--- config.mk ---
export PLATFORM = sky130hd
export DESIGN_NAME = ide_pio_strobe_gen
export DESIGN_NICKNAME = d
export VERILOG_FILES = /design/src/rtl/pio_tim_pkg.sv /design/src/rtl/pio_timing_regs.sv /design/src/rtl/pio_cycle_select.sv /design/src/rtl/pio_phase_seq.sv /design/src/rtl/ide_pio_strobe_gen.sv
export SDC_FILE = /design/constraint.sdc
export NUM_CORES = 1
export LEC_CHECK = 0
export BUFFER_PORTS_ARGS = -buffer_cell sky130_fd_sc_hd__buf_4
export CAP_MARGIN = 20
export CORE_ASPECT_RATIO = 1.25
export CORE_UTILIZATION = 67
export CTS_BUF_LIST = sky130_fd_sc_hd__clkbuf_8
export DETAILED_ROUTE_END_ITERATION = 6
export PLACE_DENSITY = 0.86
export SLEW_MARGIN = 15
export SYNTH_ARGS = -nofsm -noshare
export SYNTH_HDL_FRONTEND = slang
export SYNTH_HIERARCHICAL = 1
export SYNTH_SLANG_ARGS = --single-unit
--- constraint.sdc ---
create_clock -name clk -period 3.94 [get_ports clk]
set_clock_uncertainty 0.2 [all_clocks]
set_input_delay 0.394 -clock clk [delete_from_list [all_inputs] [get_ports clk]]
set_output_delay 0.394 -clock clk [all_outputs]
set_load 0.03 [all_outputs]
--- src/rtl/pio_tim_pkg.sv ---
package pio_tim_pkg;

    localparam int TIM_W   = 4;
    localparam int BYTE_W  = 2 * TIM_W;
    localparam int NUM_DRV = 2;
    localparam int DRV_W   = $clog2(NUM_DRV);
    localparam int KIND_W  = 2;
    localparam int SEL_W   = DRV_W + KIND_W;

    typedef logic [TIM_W-1:0] tim_t;

    // active nibble occupies the upper half of the byte
    typedef struct packed {
        tim_t active;
        tim_t recov;
    } strobe_byte_t;

    typedef enum logic [KIND_W-1:0] {
        K_SETUP = 2'd0,
        K_RD16  = 2'd1,
        K_WR16  = 2'd2,
        K_B8    = 2'd3
    } reg_kind_e;

    typedef struct packed {
        tim_t         setup;
        strobe_byte_t rd16;
        strobe_byte_t wr16;
        strobe_byte_t b8;
    } drive_tim_t;

    typedef struct packed {
        tim_t setup;
        tim_t active;
        tim_t recov;
        logic is_write;
    } cyc_tim_t;

    typedef enum logic [1:0] {
        PH_IDLE   = 2'd0,
        PH_SETUP  = 2'd1,
        PH_ACTIVE = 2'd2,
        PH_RECOV  = 2'd3
    } phase_e;

    function automatic strobe_byte_t merge_byte(strobe_byte_t old_b,
                                                logic [BYTE_W-1:0] d,
                                                logic [1:0] en);
        strobe_byte_t r;
        r = old_b;
        if (en[1]) r.active = d[BYTE_W-1:TIM_W];
        if (en[0]) r.recov  = d[TIM_W-1:0];
        return r;
    endfunction

    function automatic drive_tim_t slowest_drive();
        drive_tim_t r;
        r = '1;
        return r;
    endfunction

endpackage

--- src/rtl/pio_timing_regs.sv ---
module pio_timing_regs
    import pio_tim_pkg::*;
(
    input  logic                           clk,
    input  logic                           rst,
    input  logic                           wr_en,
    input  logic [SEL_W-1:0]               wr_sel,
    input  logic [BYTE_W-1:0]              wr_data,
    input  logic [1:0]                     wr_nib_en,
    output drive_tim_t [NUM_DRV-1:0]       drv_tim
);

    reg_kind_e         kind;
    logic [DRV_W-1:0]  drv_bit;

    assign kind    = reg_kind_e'(wr_sel[KIND_W-1:0]);
    assign drv_bit = wr_sel[SEL_W-1:KIND_W];

    // setup nibbles of all drives live at select 0
    logic setup_hit;
    assign setup_hit = wr_en && (wr_sel == '0);

    for (genvar d = 0; d < NUM_DRV; d++) begin : g_drive
        drive_tim_t r_q;
        logic       byte_hit;

        assign byte_hit = wr_en && (drv_bit == DRV_W'(d)) && (kind != K_SETUP);

        always_ff @(posedge clk) begin
            if (rst) begin
                r_q <= slowest_drive();
            end else begin
                if (setup_hit && wr_nib_en[d])
                    r_q.setup <= wr_data[d*TIM_W +: TIM_W];
                if (byte_hit) begin
                    case (kind)
                        K_RD16:  r_q.rd16 <= merge_byte(r_q.rd16, wr_data, wr_nib_en);
                        K_WR16:  r_q.wr16 <= merge_byte(r_q.wr16, wr_data, wr_nib_en);
                        K_B8:    r_q.b8   <= merge_byte(r_q.b8,   wr_data, wr_nib_en);
                        default: ;
                    endcase
                end
            end
        end

        assign drv_tim[d] = r_q;
    end

endmodule

--- src/rtl/pio_cycle_select.sv ---
module pio_cycle_select
    import pio_tim_pkg::*;
(
    input  drive_tim_t [NUM_DRV-1:0] drv_tim,
    input  logic [DRV_W-1:0]         req_drive,
    input  logic                     req_write,
    input  logic                     req_8bit,
    output cyc_tim_t                 sel_tim
);

    drive_tim_t   dt;
    strobe_byte_t sb;

    always_comb begin
        dt = drv_tim[req_drive];
        if (req_8bit)
            sb = dt.b8;
        else if (req_write)
            sb = dt.wr16;
        else
            sb = dt.rd16;
        sel_tim.setup    = dt.setup;
        sel_tim.active   = sb.active;
        sel_tim.recov    = sb.recov;
        sel_tim.is_write = req_write;
    end

endmodule

--- src/rtl/pio_phase_seq.sv ---
module pio_phase_seq
    import pio_tim_pkg::*;
(
    input  logic     clk,
    input  logic     rst,
    input  logic     req,
    input  cyc_tim_t sel_tim,
    output logic     req_ready,
    output logic     cs_active,
    output logic     dior_n,
    output logic     diow_n,
    output logic     done
);

    phase_e   phase_q;
    tim_t     cnt_q;
    cyc_tim_t cyc_q;
    logic     last_clk;

    assign last_clk = (cnt_q == '0);

    always_ff @(posedge clk) begin
        if (rst) begin
            phase_q <= PH_IDLE;
            cnt_q   <= '0;
            cyc_q   <= '1;
        end else begin
            case (phase_q)
                PH_IDLE: begin
                    if (req) begin
                        cyc_q   <= sel_tim;
                        cnt_q   <= sel_tim.setup;
                        phase_q <= PH_SETUP;
                    end
                end
                PH_SETUP: begin
                    if (last_clk) begin
                        cnt_q   <= cyc_q.active;
                        phase_q <= PH_ACTIVE;
                    end else begin
                        cnt_q <= cnt_q - 1'b1;
                    end
                end
                PH_ACTIVE: begin
                    if (last_clk) begin
                        cnt_q   <= cyc_q.recov;
                        phase_q <= PH_RECOV;
                    end else begin
                        cnt_q <= cnt_q - 1'b1;
                    end
                end
                PH_RECOV: begin
                    if (last_clk)
                        phase_q <= PH_IDLE;
                    else
                        cnt_q <= cnt_q - 1'b1;
                end
                default: phase_q <= PH_IDLE;
            endcase
        end
    end

    assign req_ready = (phase_q == PH_IDLE);
    assign cs_active = (phase_q == PH_SETUP) || (phase_q == PH_ACTIVE);
    assign dior_n    = !((phase_q == PH_ACTIVE) && !cyc_q.is_write);
    assign diow_n    = !((phase_q == PH_ACTIVE) &&  cyc_q.is_write);
    assign done      = (phase_q == PH_RECOV) && last_clk;

endmodule

--- src/rtl/ide_pio_strobe_gen.sv ---
module ide_pio_strobe_gen
    import pio_tim_pkg::*;
(
    input  logic        clk,
    input  logic        rst,
    input  logic        wr_en,
    input  logic [2:0]  wr_sel,
    input  logic [7:0]  wr_data,
    input  logic [1:0]  wr_nib_en,
    input  logic        req,
    input  logic        req_drive,
    input  logic        req_write,
    input  logic        req_8bit,
    output logic        req_ready,
    output logic        cs_active,
    output logic        dior_n,
    output logic        diow_n,
    output logic        done
);

    drive_tim_t [NUM_DRV-1:0] drv_tim;
    cyc_tim_t                 sel_tim;

    pio_timing_regs u_regs (
        .clk       (clk),
        .rst       (rst),
        .wr_en     (wr_en),
        .wr_sel    (wr_sel),
        .wr_data   (wr_data),
        .wr_nib_en (wr_nib_en),
        .drv_tim   (drv_tim)
    );

    pio_cycle_select u_sel (
        .drv_tim   (drv_tim),
        .req_drive (req_drive),
        .req_write (req_write),
        .req_8bit  (req_8bit),
        .sel_tim   (sel_tim)
    );

    pio_phase_seq u_seq (
        .clk       (clk),
        .rst       (rst),
        .req       (req),
        .sel_tim   (sel_tim),
        .req_ready (req_ready),
        .cs_active (cs_active),
        .dior_n    (dior_n),
        .diow_n    (diow_n),
        .done      (done)
    );

endmodule

==> flow_summary.yaml, run 1 <==
logic_synthesis:
  yosys.area.top_type: "dfxtp_1"
  yosysSeqAreaShare_pct: 41.1
  synth_adder_area_share_pct: 2.17
  synth_warnings: 6
  synth.most_common_cell: "dfxtp_1"
  synth-compound-area-share_pct: 20.2
  synthSimpleGateAreaFrac_pct: 18.6
  synthTopCellsByArea: "dfxtp_1 (41%), a211o_1 (11%), and3_1 (9.2%), a221o_1 (5.2%), mux4_2 (5.2%)"
  syn_area_mm2: 0.00346
  synthXorXnorAreaFrac_pct: 0
  postSynthCellCount: 333
  synth_cell_types: 46
  synthFlopType: "dfxtp_1"
  synth_mux_area_share_pct: 12.7
  synth_top_family_by_area: "compound AO/OA/AOI/OAI gates"
  yosys_register_bits: 71
  yosys-top-cells-count: "dfxtp_1 (71), and3_1 (51), a211o_1 (42), nand2_1 (21), a221o_1 (18)"
  synth_edf_count: 0
  syn-mean-instance-area_um2: 10.4
  synth_top_area_share_pct: 41.1
  syn_nets: 359
  synth-async-reset-ratio_pct: 0
floorplan:
  io_pins: 25
  initial_core_util_pct: 71.6
  die_w_um: 66.3
  rows: 28
  die_y_um: 82.4
  coreArea_mm2: 0.00483
  fp.dieArea_mm2: 0.00546
timing:
  setup_viol: 0
  fin_setup_tns_ns: 0
  finalHoldViolCount: 0
  max_freq_ghz: 0.435
  finalWorstSetupSlack_ns: 1.64
  worst_slew_pin_slew_ns: 0.680
  drv_slew: 0
  period_needed_ns: 2.30
  rsz0062_at_grt: "no"
  period_share_pct: 58.3
  relSlewSlack_pct: 54.7
clock_tree:
  cts_tree: "yes"
  clkLatencyLatePin_ns: 0.34
  clk_path_buf_depth: 2
  cts_num_sinks: 71
  numCtsBuffers: 9
  ctsHoldBuffers: 0
  cts_root_buf: "clkbuf_8"
  cts_resized: 0
  htreeDepth: 3
  path_clk_slew_ns: 0.07
  cts_setup_buffers: 0
layout:
  nets: 369
  fillCellCount: 326
  area_growth_pct: 10.5
  drive_above_1_share_pct: 21.0
  num_antenna_cells: 0
critical_path:
  worstPathRequired_ns: 3.35
  critPathBufInv: 2
  cp_slowest_cell: "or3b_1"
  crit_family: "simple AND/OR/NAND/NOR gates"
  worstPathMaxFanout: 6
  critical_path_class: "reg2out"
  max_stage_delay_ns: 0.47
  critical_path_depth: 5
  crit_path_start_kind: "flip-flop"
  crit_path_cell_trace: "inv_1, ha_1, or3b_1, nor2_1, buf_4"
  reg2reg_depth: 6
  arrival_ns: 1.70
  crit_path_end_kind: "output pin"
placement:
  place.gp.congestion: 0.862
  dp.final_hpwl_um: 5350
  io_buffers: 24
  preCtsSetupSlack_ns: 1.75
global_route:
  grt_pass1_wl_um: 12700
  overflow: 0
  grt_max_degree: 68
  grt_antenna_before_repair: 0
  track_usage_pct: 31.6
  grt_pass1_vias: 2580
drt:
  drc_errors: 0
  wirelength_um: 8060
  dr_total_vias: 2809
  wl_per_cell_um: 19.8
  drtIter0Drc: 261
  ant_nets: 0
  drt_pre_antenna_iters: 4
  vias_per_cell: 6.88
worst_hold_path:
  min_path_type: "in2reg"
  hold_depth: 3
job:
  drv_cap: 0
status:
  status: "completed"
pwr:
  max-vdd-ir-drop_mv: 0.367
  leakage_uw: 0.00160
  power_density_mw_per_mm2: 550
-- cell families after synthesis --
family,Yosys count
compound gates,78
flops,71
simple gates,114
mux,29
fa+ha+maj,6
buf+inv,35
-- report_power, final --
part	leakage, uW	switching, uW	total [uW]	internal [uW]
registers	0.000580	48.6	833	784
logic	0.000900	355	596	241
clock network	0.000119	266	675	409
-- layer usage --
metal	share of wire (%)	routed length, um	GRT usage [%]
met5	0	0	0
met4	1.6	129	11.3
met3	5.7	456	7.01
met2	49	3990	51.3
met1	43	3480	41.2
-- worst paths after layout --
check	start	slack, ns	end
min	wr_data[2]	0.23	u_regs/drv_tim[18]
max reg2reg	u_seq/phase_q[0]	1.80	u_seq/cnt_q[3]
max	u_seq/cnt_q[0]	1.64	done
min reg2reg	u_regs/drv_tim[21]	0.27	u_regs/drv_tim[21]
-- worst min-delay path, cell delays in order --
cell and delay [ns]:
buf_4 0.11, and3_1 0.15, a211o_1 0.09
-- flip-flops by register name, summed over array words and instances (netlist names) --
register,cells
u_regs/drv_tim,56
u_seq/cyc_q,9
u_seq/cnt_q,4
u_seq/phase_q,2
-- area by class of cell --
class                           instances  area [um2]  area share, %
Clock buffer                           12         165           4.32
Clock inverter                          4        76.3           2.00
Inverter                                7        26.3          0.687
Multi-Input combinational cell        227        1860           48.6
Sequential cell                        71        1420           37.2
Tap cell                               60        75.1           1.96
Timing Repair Buffer                   27         203           5.30
-- through the flow --
stage          std cells  instance area (um2)  utilization (%)  hold slack, ns  power, uW
6_report             408                 3820             79.1           0.226       2100
5_1_grt              408                 3820             79.1           0.216       2200
4_1_cts              408                 3820             79.1           0.202       2110
3_5_place_dp         392                 3580             74.1           0.249       1440
3_3_place_gp         392                 3580             74.1           0.240       1420
2_1_floorplan        333                 3460                -           0.228       1300
-- cells in the final DEF, fill, tap and decap left out, types with 2 or more instances in the layout --
cell       instances
bufinv_16          2
mux4_2             8
nor3_1             4
mux2_1             4
ha_1               6
a221o_1           18
nor2_1             7
a32o_1             2
and3_1            51
nor2b_1            2
buf_4             27
o221ai_1           2
mux2_4             6
dfxtp_1           71
nand2b_1           3
nand3_2            2
mux2_2            10
and3b_1            2
nand2_1           21
clkbuf_8          12
a211o_1           42
a22oi_1            3
nand3_1           16
inv_1              6
Note: power is estimated with default switching activity, not from simulation.
==> run 2: changes to the inputs <==
--- a/config.mk
+++ b/config.mk
@@ -5,13 +5,14 @@
 export SDC_FILE = /design/constraint.sdc
 export NUM_CORES = 1
 export LEC_CHECK = 0
+export ABC_AREA = 1
 export BUFFER_PORTS_ARGS = -buffer_cell sky130_fd_sc_hd__buf_4
 export CAP_MARGIN = 20
 export CORE_ASPECT_RATIO = 1.25
-export CORE_UTILIZATION = 67
+export CORE_UTILIZATION = 56
 export CTS_BUF_LIST = sky130_fd_sc_hd__clkbuf_8
 export DETAILED_ROUTE_END_ITERATION = 6
-export PLACE_DENSITY = 0.86
+export PLACE_DENSITY = 0.77
 export SLEW_MARGIN = 15
 export SYNTH_ARGS = -nofsm -noshare
 export SYNTH_HDL_FRONTEND = slang
==> constraint.sdc (replaced) <==
create_clock -name clk -period 1.9 [get_ports clk]
set_clock_uncertainty 0.2 [all_clocks]
set_input_delay 0.19 -clock clk [delete_from_list [all_inputs] [get_ports clk]]
set_output_delay 0.19 -clock clk [all_outputs]
set_load 0.03 [all_outputs]
==> run 2 against run 1 <==
Compared with the run above:
- flip-flop and latch count unchanged
- cell area increased by 5.5%
- combinational power increased by 130%
- hold slack got worse by 0.14 ns
- final cell count increased by 53%
- clock power increased by 75%
- register-to-register slack got worse by 1.6 ns
- critical path type unchanged
- largest power group unchanged
- highest routed layer unchanged
==> flow_summary.yaml, run 2 <==
status:
  status: "completed"
global_route:
  grt_pass1_wl_um: 15600
  overflow: 0
  grt_pass1_vias: 3300
  grt_antenna_before_repair: 0
  track_usage_pct: 30.0
  grt_max_degree: 57
drt:
  drc_errors: 0
  dr_total_vias: 3641
  ant_nets: 0
  vias_per_cell: 5.83
  drt_pre_antenna_iters: 5
  wl_per_cell_um: 15.4
  wirelength_um: 9610
  drtIter0Drc: 206
timing:
  relSlewSlack_pct: 61.9
  max_freq_ghz: 0.560
  finalHoldViolCount: 0
  setup_viol: 0
  rsz0062_at_grt: "no"
  period_needed_ns: 1.79
  period_share_pct: 94.0
  drv_slew: 0
  fin_setup_tns_ns: 0
  worst_slew_pin_slew_ns: 0.571
floorplan:
  die_y_um: 92.2
  coreArea_mm2: 0.00625
  fp.dieArea_mm2: 0.00684
  die_w_um: 74.2
  io_pins: 25
  initial_core_util_pct: 58.4
  rows: 32
critical_path:
  arrival_ns: 1.40
  reg2reg_to: "u_seq/cnt_q[1]"
  worstPathRequired_ns: 1.51
  r2r_setup_slack_ns: 0.20
  crit_path_start_kind: "flip-flop"
  max_stage_delay_ns: 0.31
  critical_path_class: "reg2out"
  cp_slowest_cell: "dfxtp_1"
  timing.rr.start: "u_seq/phase_q[0]"
  crit_path_cell_trace: "inv_1, ha_1, nand2_2, nor2_1, buf_4"
  critPathBufInv: 2
  crit_family: "flip-flops"
  reg2reg_depth: 10
  worstPathMaxFanout: 5
  crit_path_end_kind: "output pin"
layout:
  nets: 561
  final_cell_mix: "nand2_1 (171), nand3_1 (91), dfxtp_1 (71)"
  largest_register_ffs: 56
  fillCellCount: 607
  area_growth_pct: 10.6
  drive_above_1_share_pct: 11.5
  fin_cells: 625
  mostFrequentLayoutCell: "nand2_1"
  num_antenna_cells: 0
logic_synthesis:
  yosys_register_bits: 71
  synth.most_common_cell: "nand2_1"
  syn_nets: 544
  postSynthCellCount: 518
  synth_top_area_share_pct: 39.0
  yosys.area.top_type: "dfxtp_1"
  synth_edf_count: 0
  synthFlopType: "dfxtp_1"
  synth_warnings: 6
  synthTopCellsByArea: "dfxtp_1 (39%), nand2_1 (18%), nand3_1 (12%), nand4_1 (10%), nor2_1 (3.0%)"
  synth-async-reset-ratio_pct: 0
  syn_area_mm2: 0.00365
  yosys-top-cells-count: "nand2_1 (171), nand3_1 (91), dfxtp_1 (71), nand4_1 (60), nor2_1 (29)"
  syn-mean-instance-area_um2: 7.04
  synth_cell_types: 27
  yosysSeqAreaShare_pct: 39.0
pwr:
  leakage_uw: 0.00200
  power_density_mw_per_mm2: 1060
  max-vdd-ir-drop_mv: 0.752
placement:
  place.gp.congestion: 0.906
  dp.final_hpwl_um: 6250
  io_buffers: 24
  post-place-cells: 599
clock_tree:
  cts_tree: "yes"
  clkLatencyLatePin_ns: 0.35
  cts_setup_buffers: 0
  numCtsBuffers: 9
  path_clk_slew_ns: 0.07
  htreeDepth: 3
  cts_num_sinks: 71
  clk_path_buf_depth: 2
  cts_root_buf: "clkbuf_8"
worst_hold_path:
  min_path_type: "in2reg"
  hold_depth: 5
  min_from: "wr_en"
  holdPathEnd: "u_regs/drv_tim[20]"
job:
  drv_cap: 0
==> run 2: kinds of logic (layout without fill, tap and decap cells) <==
logic type / count (synthesis) / in the layout / share of synthesized area [%]
AND/OR/NAND/NOR: 365 / 365 / 46.7
XOR/XNOR: 1 / 1 / 0.240
adder cells (fa/ha/maj): 6 / 6 / 2.06
AO/OA/AOI/OAI: 21 / 21 / 3.26
flip-flops: 71 / 71 / 39.0
buffers and inverters: 54 / 76 / 8.72
==> run 2: layer usage <==
layer	vias to the layer above	GRT usage, %	part of all wire [%]
li1	1787	-	-
met1	1684	36.7	40
met2	142	49.9	50
met3	28	5.05	7.0
met4	0	14.6	3.3
met5	-	0	0
==> run 2: worst max path at each step <==
stage,from,to,slack (ns),cells past startpoint
after global placement,u_seq/phase_q[0],u_seq/cnt_q[1],0.25,8
final,u_seq/cnt_q[0],done,0.11,5
after CTS,u_seq/cnt_q[0],done,0.10,5
after floorplan,u_seq/phase_q[0],u_seq/cnt_q[0],0.12,9
after detailed placement,u_seq/phase_q[1],u_seq/cnt_q[1],0.17,7
after global routing,u_seq/cnt_q[0],done,0.02,5
==> run 2: worst register-to-register path, stage by stage, from the launching register on <==
cell and delay (ns):
dfxtp_1 0.39, inv_1 0.08, ha_1 0.30, nor2_1 0.14, nand2_1 0.07, nand2_2 0.09
nand2_2 0.08, nand2_1 0.07, nand2_1 0.05, nand2_1 0.06, a21oi_1 0.06
==> run 2: stage by stage <==
step                      utilization [%]  hold WS, ns  power [uW]  setup slack (ns)  area [um2]
after global placement               59.9        0.219        3040             0.254        3740
after global routing                 64.6       0.0913        4510            0.0188        4030
after CTS                            64.5       0.0837        4260             0.103        4030
after detailed placement             59.9        0.218        3080             0.168        3740
after floorplan                         -       0.0591        2780             0.116        3650
final                                64.6       0.0827        4260             0.113        4030
==> run 2: what timing repair did <==
action	4_1_cts	5_1_grt
setup endpoints to repair	0	1
hold endpoints to repair	56	0
gates resized for setup	0	1
hold buffers	10	0
==> run 2: layout make-up <==
class                      instances  area, um2  area share (%)
timing repair buffer              37        315            7.82
multi-input combinational        393       1910            47.3
sequential                        71       1420            35.2
inverter                          23       91.3            2.26
tap                               85        106            2.64
clock buffer                      10        138            3.41
clock inverter                     6       52.6            1.30
==> run 2: power by group <==
group | leakage [uW] | switching (uW) | internal [uW] | total [uW]
registers | 0.000580 | 96.2 | 1620 | 1720
logic | 0.00131 | 887 | 476 | 1360
clock network | 0.000108 | 552 | 626 | 1180
